**src/rtl/lto_pkg.sv**
```systemverilog
`timescale 1ns/1ps
package lto_pkg;
   typedef enum logic [2:0] {
      ST_IDLE, ST_SCAN, ST_EMIT, ST_ADV, ST_FILL, ST_FIN
   } lto_state_e;

   localparam logic [7:0] CODE_CR = 8'h0D;
   localparam logic [7:0] CODE_LF = 8'h0A;
   localparam logic [7:0] CODE_FF = 8'h0C;

   // control byte for a channel at a given step of its sequence
   function automatic logic [7:0] adv_code(input logic [1:0] ch, input logic step);
      case (ch)
         2'd0:    return CODE_CR;
         2'd2:    return step ? CODE_FF : CODE_LF;
         default: return CODE_LF;
      endcase
   endfunction

   // only channel 2 carries a second byte
   function automatic logic adv_is_last(input logic [1:0] ch, input logic step);
      return (ch != 2'd2) || step;
   endfunction
endpackage

```
**src/rtl/lto_store.sv**
```systemverilog
`timescale 1ns/1ps
module lto_store #(
   parameter int DEPTH = 120,
   parameter int DW = 8,
   parameter int AW = $clog2(DEPTH),
   parameter logic [DW-1:0] BLANK = 8'h20,
   parameter bit FAST_FILL = 1'b1
) (
   input  logic          clk,
   input  logic          rst_n,
   input  logic          we,
   input  logic [AW-1:0] waddr,
   input  logic [DW-1:0] wdata,
   input  logic [AW-1:0] raddr,
   output logic [DW-1:0] rdata,
   input  logic          clr,
   input  logic [AW-1:0] clr_addr
);
   logic [DW-1:0] mem [DEPTH];

   generate
      if (FAST_FILL) begin : g_bitmap
         // a position reads blank unless written since the last clear
         logic [DEPTH-1:0] vld;
         logic unused_clr_addr;
         assign unused_clr_addr = ^clr_addr;

         always_ff @(posedge clk) begin
            if (we) mem[waddr] <= wdata;
         end

         always_ff @(posedge clk) begin
            if (!rst_n || clr) vld <= '0;
            else if (we)       vld[waddr] <= 1'b1;
         end

         assign rdata = vld[raddr] ? mem[raddr] : BLANK;
      end else begin : g_walk
         // one blank written per cycle during the fill
         always_ff @(posedge clk) begin
            if (!rst_n) begin
               for (int i = 0; i < DEPTH; i++) mem[i] <= BLANK;
            end else if (clr) begin
               mem[clr_addr] <= BLANK;
            end else if (we) begin
               mem[waddr] <= wdata;
            end
         end

         assign rdata = mem[raddr];
      end
   endgenerate
endmodule

```
**src/rtl/lto_adv_rom.sv**
```systemverilog
`timescale 1ns/1ps
module lto_adv_rom import lto_pkg::*; #(
   parameter int DW = 8
) (
   input  logic [1:0]    chan,
   input  logic          step,
   output logic [DW-1:0] code,
   output logic          last
);
   assign code = DW'(adv_code(chan, step));
   assign last = adv_is_last(chan, step);
endmodule

```
**src/rtl/lto_ctrl.sv**
```systemverilog
`timescale 1ns/1ps
module lto_ctrl import lto_pkg::*; #(
   parameter int DEPTH = 120,
   parameter int DW = 8,
   parameter int AW = $clog2(DEPTH),
   parameter logic [DW-1:0] BLANK = 8'h20,
   parameter bit FAST_FILL = 1'b1
) (
   input  logic          clk,
   input  logic          rst_n,
   input  logic          line_go,
   input  logic          adv_go,
   input  logic [1:0]    adv_chan,
   input  logic [DW-1:0] rd_char,
   input  logic [DW-1:0] rom_code,
   input  logic          rom_last,
   input  logic          out_ready,
   output logic [AW-1:0] rd_addr,
   output logic          clr,
   output logic [AW-1:0] clr_addr,
   output logic [1:0]    rom_chan,
   output logic          rom_step,
   output logic          out_valid,
   output logic [DW-1:0] out_data,
   output logic          busy,
   output logic          done
);
   localparam logic [AW-1:0] TOP_POS = AW'(DEPTH - 1);

   lto_state_e    st;
   logic [AW-1:0] cur, last, fill_cnt;
   logic          adv_pend, line_act, step;
   logic [1:0]    chan_q;

   always_ff @(posedge clk) begin
      if (!rst_n) begin
         st <= ST_IDLE;
         cur <= '0;
         last <= '0;
         fill_cnt <= '0;
         adv_pend <= 1'b0;
         line_act <= 1'b0;
         step <= 1'b0;
         chan_q <= '0;
      end else begin
         case (st)
            ST_IDLE: begin
               step <= 1'b0;
               if (line_go) begin
                  st <= ST_SCAN;
                  cur <= TOP_POS;
                  line_act <= 1'b1;
                  adv_pend <= adv_go;
                  chan_q <= adv_chan;
               end else if (adv_go) begin
                  st <= ST_ADV;
                  line_act <= 1'b0;
                  adv_pend <= 1'b0;
                  chan_q <= adv_chan;
               end
            end
            ST_SCAN: begin
               if (rd_char != BLANK) begin
                  last <= cur;
                  cur <= '0;
                  st <= ST_EMIT;
               end else if (cur == '0) begin
                  st <= adv_pend ? ST_ADV : ST_FILL;
               end else begin
                  cur <= cur - 1'b1;
               end
            end
            ST_EMIT: begin
               if (out_ready) begin
                  if (cur == last) st <= adv_pend ? ST_ADV : ST_FILL;
                  else             cur <= cur + 1'b1;
               end
            end
            ST_ADV: begin
               if (out_ready) begin
                  if (rom_last) st <= line_act ? ST_FILL : ST_FIN;
                  else          step <= 1'b1;
               end
            end
            ST_FILL: begin
               if (FAST_FILL || fill_cnt == TOP_POS) begin
                  st <= ST_FIN;
                  fill_cnt <= '0;
               end else begin
                  fill_cnt <= fill_cnt + 1'b1;
               end
            end
            default: st <= ST_IDLE;
         endcase
      end
   end

   assign rd_addr   = cur;
   assign clr       = (st == ST_FILL);
   assign clr_addr  = fill_cnt;
   assign rom_chan  = chan_q;
   assign rom_step  = step;
   assign out_valid = (st == ST_EMIT) || (st == ST_ADV);
   assign out_data  = (st == ST_EMIT) ? rd_char : rom_code;
   assign busy      = (st != ST_IDLE);
   assign done      = (st == ST_FIN);

   AST_HOLD_OUT: assert property (@(posedge clk) disable iff (!rst_n)
      out_valid && !out_ready |=> out_valid && $stable(out_data));
   AST_DONE_PULSE: assert property (@(posedge clk) disable iff (!rst_n)
      done |=> !done);
   AST_DONE_TO_IDLE: assert property (@(posedge clk) disable iff (!rst_n)
      done |=> !busy);
   AST_VALID_IN_BUSY: assert property (@(posedge clk) disable iff (!rst_n)
      out_valid |-> busy);
   AST_POS_RANGE: assert property (@(posedge clk) disable iff (!rst_n)
      busy |-> cur <= TOP_POS);
   AST_LAST_NONBLANK: assert property (@(posedge clk) disable iff (!rst_n)
      (st == ST_EMIT) && (cur == last) |-> rd_char != BLANK);
   AST_ADV_AFTER_LINE: assert property (@(posedge clk) disable iff (!rst_n)
      (st == ST_ADV) |=> (st != ST_EMIT) && (st != ST_SCAN));
endmodule

```
**src/rtl/line_trim_emitter.sv**
```systemverilog
`timescale 1ns/1ps
module line_trim_emitter #(
   parameter int LINE_LEN = 120,
   parameter int CHAR_W = 8,
   parameter logic [CHAR_W-1:0] BLANK_CODE = 8'h20,
   parameter bit FAST_FILL = 1'b1,
   localparam int AW = $clog2(LINE_LEN)
) (
   input  logic              clk,
   input  logic              rst_n,
   input  logic              wr_en_i,
   input  logic [AW-1:0]     wr_pos_i,
   input  logic [CHAR_W-1:0] wr_char_i,
   input  logic              line_done_i,
   input  logic              adv_req_i,
   input  logic [1:0]        adv_chan_i,
   output logic              out_valid_o,
   input  logic              out_ready_i,
   output logic [CHAR_W-1:0] out_data_o,
   output logic              done_o,
   output logic              busy_o
);
   generate
      if (LINE_LEN < 2) begin : g_bad_len
         $error("LINE_LEN must be at least 2");
      end
      if (CHAR_W < 8) begin : g_bad_width
         $error("CHAR_W must hold the 8-bit control codes");
      end
   endgenerate

   logic [AW-1:0]     rd_addr, clr_addr;
   logic [CHAR_W-1:0] rd_char, rom_code;
   logic              clr, rom_last, rom_step;
   logic [1:0]        rom_chan;

   lto_store #(.DEPTH(LINE_LEN), .DW(CHAR_W), .AW(AW), .BLANK(BLANK_CODE),
               .FAST_FILL(FAST_FILL)) u_store (
      .clk(clk), .rst_n(rst_n),
      .we(wr_en_i && !busy_o), .waddr(wr_pos_i), .wdata(wr_char_i),
      .raddr(rd_addr), .rdata(rd_char),
      .clr(clr), .clr_addr(clr_addr)
   );

   lto_adv_rom #(.DW(CHAR_W)) u_rom (
      .chan(rom_chan), .step(rom_step), .code(rom_code), .last(rom_last)
   );

   lto_ctrl #(.DEPTH(LINE_LEN), .DW(CHAR_W), .AW(AW), .BLANK(BLANK_CODE),
              .FAST_FILL(FAST_FILL)) u_ctrl (
      .clk(clk), .rst_n(rst_n),
      .line_go(line_done_i), .adv_go(adv_req_i), .adv_chan(adv_chan_i),
      .rd_char(rd_char), .rom_code(rom_code), .rom_last(rom_last),
      .out_ready(out_ready_i),
      .rd_addr(rd_addr), .clr(clr), .clr_addr(clr_addr),
      .rom_chan(rom_chan), .rom_step(rom_step),
      .out_valid(out_valid_o), .out_data(out_data_o),
      .busy(busy_o), .done(done_o)
   );
endmodule

```
**config.mk**
```make
export PLATFORM = sky130hd
export DESIGN_NAME = line_trim_emitter
export DESIGN_NICKNAME = d
export VERILOG_FILES = /design/src/rtl/lto_pkg.sv /design/src/rtl/lto_store.sv /design/src/rtl/lto_adv_rom.sv /design/src/rtl/lto_ctrl.sv /design/src/rtl/line_trim_emitter.sv
export SDC_FILE = /design/constraint.sdc
export NUM_CORES = 1
export LEC_CHECK = 0
export BUFFER_PORTS_ARGS = -buffer_cell sky130_fd_sc_hd__buf_2
export CAP_MARGIN = 20
export CORE_MARGIN = 2
export CORE_UTILIZATION = 55
export CTS_CLUSTER_DIAMETER = 80
export DETAILED_ROUTE_END_ITERATION = 16
export PLACE_DENSITY = 0.73
export SYNTH_ARGS = -nofsm -noshare
export SYNTH_HDL_FRONTEND = slang
export SYNTH_SLANG_ARGS = --single-unit
```
**constraint.sdc**
```tcl
create_clock -name clk -period 4.1 [get_ports clk]
set_clock_uncertainty 0.1 [all_clocks]
set_input_delay 0.205 -clock clk [delete_from_list [all_inputs] [get_ports clk]]
set_output_delay 0.205 -clock clk [all_outputs]
set_load 0.02 [all_outputs]
```
==> flow_metrics.tcl <==
set metrics [dict create \
    h-tree-depth 3 \
    postSynthCellCount 2461 \
    synth_cell_types 74 \
    nFillCells 5351 \
    min_to "u_store.mem[8][1]" \
    area_growth_pct 15.70 \
    yosysWarnings 0 \
    hp-start "wr_char_i[1]" \
    post-place-ws_ps -11.10 \
    drv_slew 0 \
    internal-power_mw 21.94 \
    hold_path_class "input port to register" \
    clockBufferDepth 3 \
    vias 25060 \
    cts_sinks 1109 \
    arrival_ps 3820 \
    p_per_area_nw_per_um2 620.9 \
    maxCapViolations 0 \
    r2r_slack_ps 180 \
    root_buffer "clkbuf_16" \
    clk_pin_slew_ps 70 \
    ir_worst_vdd_mv 0.5479 \
    insertion_delay_ps 680 \
    grt_pass1_vias 24710 \
    setup_viol 1 \
    crit_chain "buf_12 -> buf_4 -> mux4_2 -> mux4_2 -> mux4_2 -> o21ai_4 -> buf_4 -> o32ai_1 -> buf_2" \
    route.detailed.drc 0 \
    cp_common_cell "mux4_2" \
    rsz0062_at_grt "yes" \
    leakagePower_nw 16.61 \
    layout_setup_ws_ps -21.38 \
    gp_congestion 0.9128 \
    swShare_pct 30.20 \
    fmax_ghz 0.2426 \
    avgRoutedWirePerCell_um 29.93 \
    drt-initial-drc-count 3729 \
    ant_nets 0 \
    grt_pass1_wl_um 169000 \
    vias_per_cell 6.429 \
    fp.dieW_um 286.1 \
    portBuffers 33 \
    ys.flop_type "edfxtp_1" \
    p_clk_share_pct 32.1 \
    critPathMaxFanout 7 \
    ys_seq_elements 1109 \
    worstMarginPinSlew_ps 1079 \
    yosysTopAreaCell "edfxtp_1" \
    critPathRequiredTime_ps 3800 \
    grt.total_usage_pct 28.66 \
    crit_type "register to primary output" \
    fin_cells 3898 \
    overflow 0 \
    status "finished with violations" \
    ff2ff_path_depth 13 \
    crit_slowest_cell "mux4_2" \
    numCtsBuffers 108 \
    min_period_over_period_pct 100.5 \
    die_h_um 286.1 \
    violations "setup timing" \
    holdPathStages 1 \
    ys_async_sr_fraction_pct 0 \
    power_mw 31.43 \
    synth_edf_count 960 \
    dp_hpwl_um 73940 \
    cpPeakStageDelay_ps 600 \
    pwr-share-seq_pct 40.1 \
    grt_max_degree 121 \
    tns_ps -21.38 \
    max_slew_margin_pct 28.03 \
    worst_hold_slack_ps 25.41 \
    drt_pass1_iterations 6 \
    placed_cells 3666 \
    die_area_um2 81820 \
    start_kind "register" \
    num_rows 103 \
    yosysSeqAreaShare_pct 72.70 \
    tritoncts "yes" \
    p_switching_mw 9.491 \
    syn-cell-area_um2 43750 \
    ios 34 \
    synthTopCellsByArea "edfxtp_1 (66%), mux4_2 (13%), dfxtp_1 (6.8%)" \
    num-nets-final 2778 \
    antenna_found_initial 1 \
    start_util_pct 55.47 \
    core_area_um2 78870 \
    fin_crit_ps 4121 \
    drive_gt1_share_pct 26.91 \
    netlist.area_leader.share_pct 65.89 \
    syn_area_per_cell_um2 17.78 \
    synthesis.nets 2487 \
    cp-end-kind "primary output" \
    pwr-share-comb_pct 27.8 \
    hold_viol_final 0 \
    wirelength_um 116700 \
]
==> state kept, by name, summed over array words and instances (netlist names), named ones only <==
name	flops
u_store.mem	960
u_store.g_bitmap.vld	120
u_ctrl.last	7
u_ctrl.rd_addr	7
u_ctrl.st	3
u_ctrl.rom_chan	2
u_ctrl.adv_pend	1
u_ctrl.line_act	1
u_ctrl.rom_step	1
==> layout by cell type (no fill, tap or decap), types with 7 or more instances in the layout <==
cell type      synthesis  final
nand3_1               27     27
dfxtp_1              149    142
clkbuf_8               0     11
edfxtp_1             960    960
nor3_1                11     10
dlygate4sd3_1          0     13
inv_1                 15     14
xor2_1                 7      7
buf_12                 1     18
xnor2_1                9      9
clkbuf_16              0    108
o21ai_0               24     23
buf_4                 26    257
buf_2                 22     24
a211oi_1              16     14
a31oi_1               11     11
bufinv_16              0     12
nand4_1                9      9
o211ai_1              11     11
nand2b_1               7      7
nand2_1               82     79
nor2b_1               14     14
nor2_1               413    411
mux4_2               250    250
clkinv_2               0     18
a22oi_1               39     39
a21oi_1               42     40
and2_1                10     10
mux2i_1              100     99
clkinv_1               2     17
clkbuf_1              56     27
a221oi_1              17     16
mux2_2                 8      8
==> synth_stat cells, types with 3 or more instances <==
cell,n
and3_1,4
o211ai_1,11
a31oi_1,11
buf_6,26
a22oi_1,39
nand2_1,82
a211oi_1,16
a21o_1,5
a221oi_1,17
a2111oi_0,3
dfxtp_1,149
a22o_1,3
ha_1,3
inv_1,15
edfxtp_1,960
mux4_2,250
o21ai_0,24
o311ai_0,4
mux2_2,8
a21oi_1,42
buf_1,4
and2_1,10
or3_1,5
xor2_1,7
nor3_1,11
nand4_1,9
buf_4,26
nor3b_1,3
nor2_1,413
nand3b_1,5
mux2i_1,100
xnor2_1,9
nand2b_1,7
buf_2,22
a31o_2,5
a32oi_1,4
nor2b_1,14
a311oi_1,3
clkbuf_1,56
nand3_1,27
and4b_1,3
==> timing repair <==
item | CTS | global route
gates resized for setup | 15 | 13
pin swaps | 1 | 3
setup endpoints to repair | 12 | 12
gates cloned | 1 | 0
setup buffers | 10 | 0
hold endpoints to repair | 10 | 39
hold buffers | 12 | 1
==> through the flow <==
step / instance area [um2] / util [%]
finish: 50620 / 64.19
global route: 50620 / 64.18
CTS: 50490 / 64.02
detailed placement: 46550 / 59.02
global placement: 46550 / 59.02
floorplan: 43750 / -
==> cells by family (layout without fill, tap and decap cells) <==
family / Yosys count / count (layout) / share of synthesized area, %
AOI/OAI and AO/OA: 217 / 217 / 3.586
xor gates and xnor gates: 16 / 16 / 0.3203
adders and majority gates: 3 / 3 / 0.08580
buffers and inverters: 154 / 539 / 2.142
DFF: 1109 / 1109 / 72.70
muxes: 358 / 358 / 15.36
other: 0 / 2 / 0
and+or+nand+nor: 604 / 604 / 5.799
==> critical path, delay by kind of cell (launching register included) <==
family / cells / cell delay [ps]
DFF: 1 / 440
buffers and inverters: 4 / 720
AOI/OAI and AO/OA: 2 / 310
muxes: 3 / 1650
==> per-layer routing <==
metal	track usage [%]	vias up	routed length (um)
li1	-	10300	-
met1	40.89	12860	44300
met2	43.33	1617	53440
met3	6.738	286	13770
met4	11.34	2	5101
met5	0	-	40
==> power groups by stage <==
stage	Clock, mW	Combinational, mW	Sequential (mW)
after floorplan	0	5.39	12.7
after global placement	0	8.12	12.9
after detailed placement	0	8.18	12.9
after CTS	10.1	8.53	12.6
after global routing	10.6	9.08	12.6
final	10.1	8.75	12.6
==> area by class of cell <==
cell class / instances / area (um2) / share of cell area [%]
Antenna cell: 2 / 5.005 / 0.009886
Clock buffer: 146 / 2955 / 5.838
Clock inverter: 58 / 674.4 / 1.332
Inverter: 17 / 63.81 / 0.1261
Multi-Input combinational cell: 1198 / 11090 / 21.90
Sequential cell: 1109 / 31830 / 62.87
Tap cell: 1050 / 1314 / 2.595
Timing Repair Buffer: 318 / 2694 / 5.321
==> how the worst max path moves through the flow <==
stage / end / cells past startpoint / start
global placement: register / 12 / register
detailed placement: register / 12 / register
floorplan: register / 11 / u_ctrl.rd_addr[0]
global route: out_data_o[0] / 11 / register
finish: out_data_o[0] / 9 / u_ctrl.rd_addr[0]
CTS: out_data_o[0] / 9 / u_ctrl.rd_addr[0]
(Power assumes the default switching activity.)
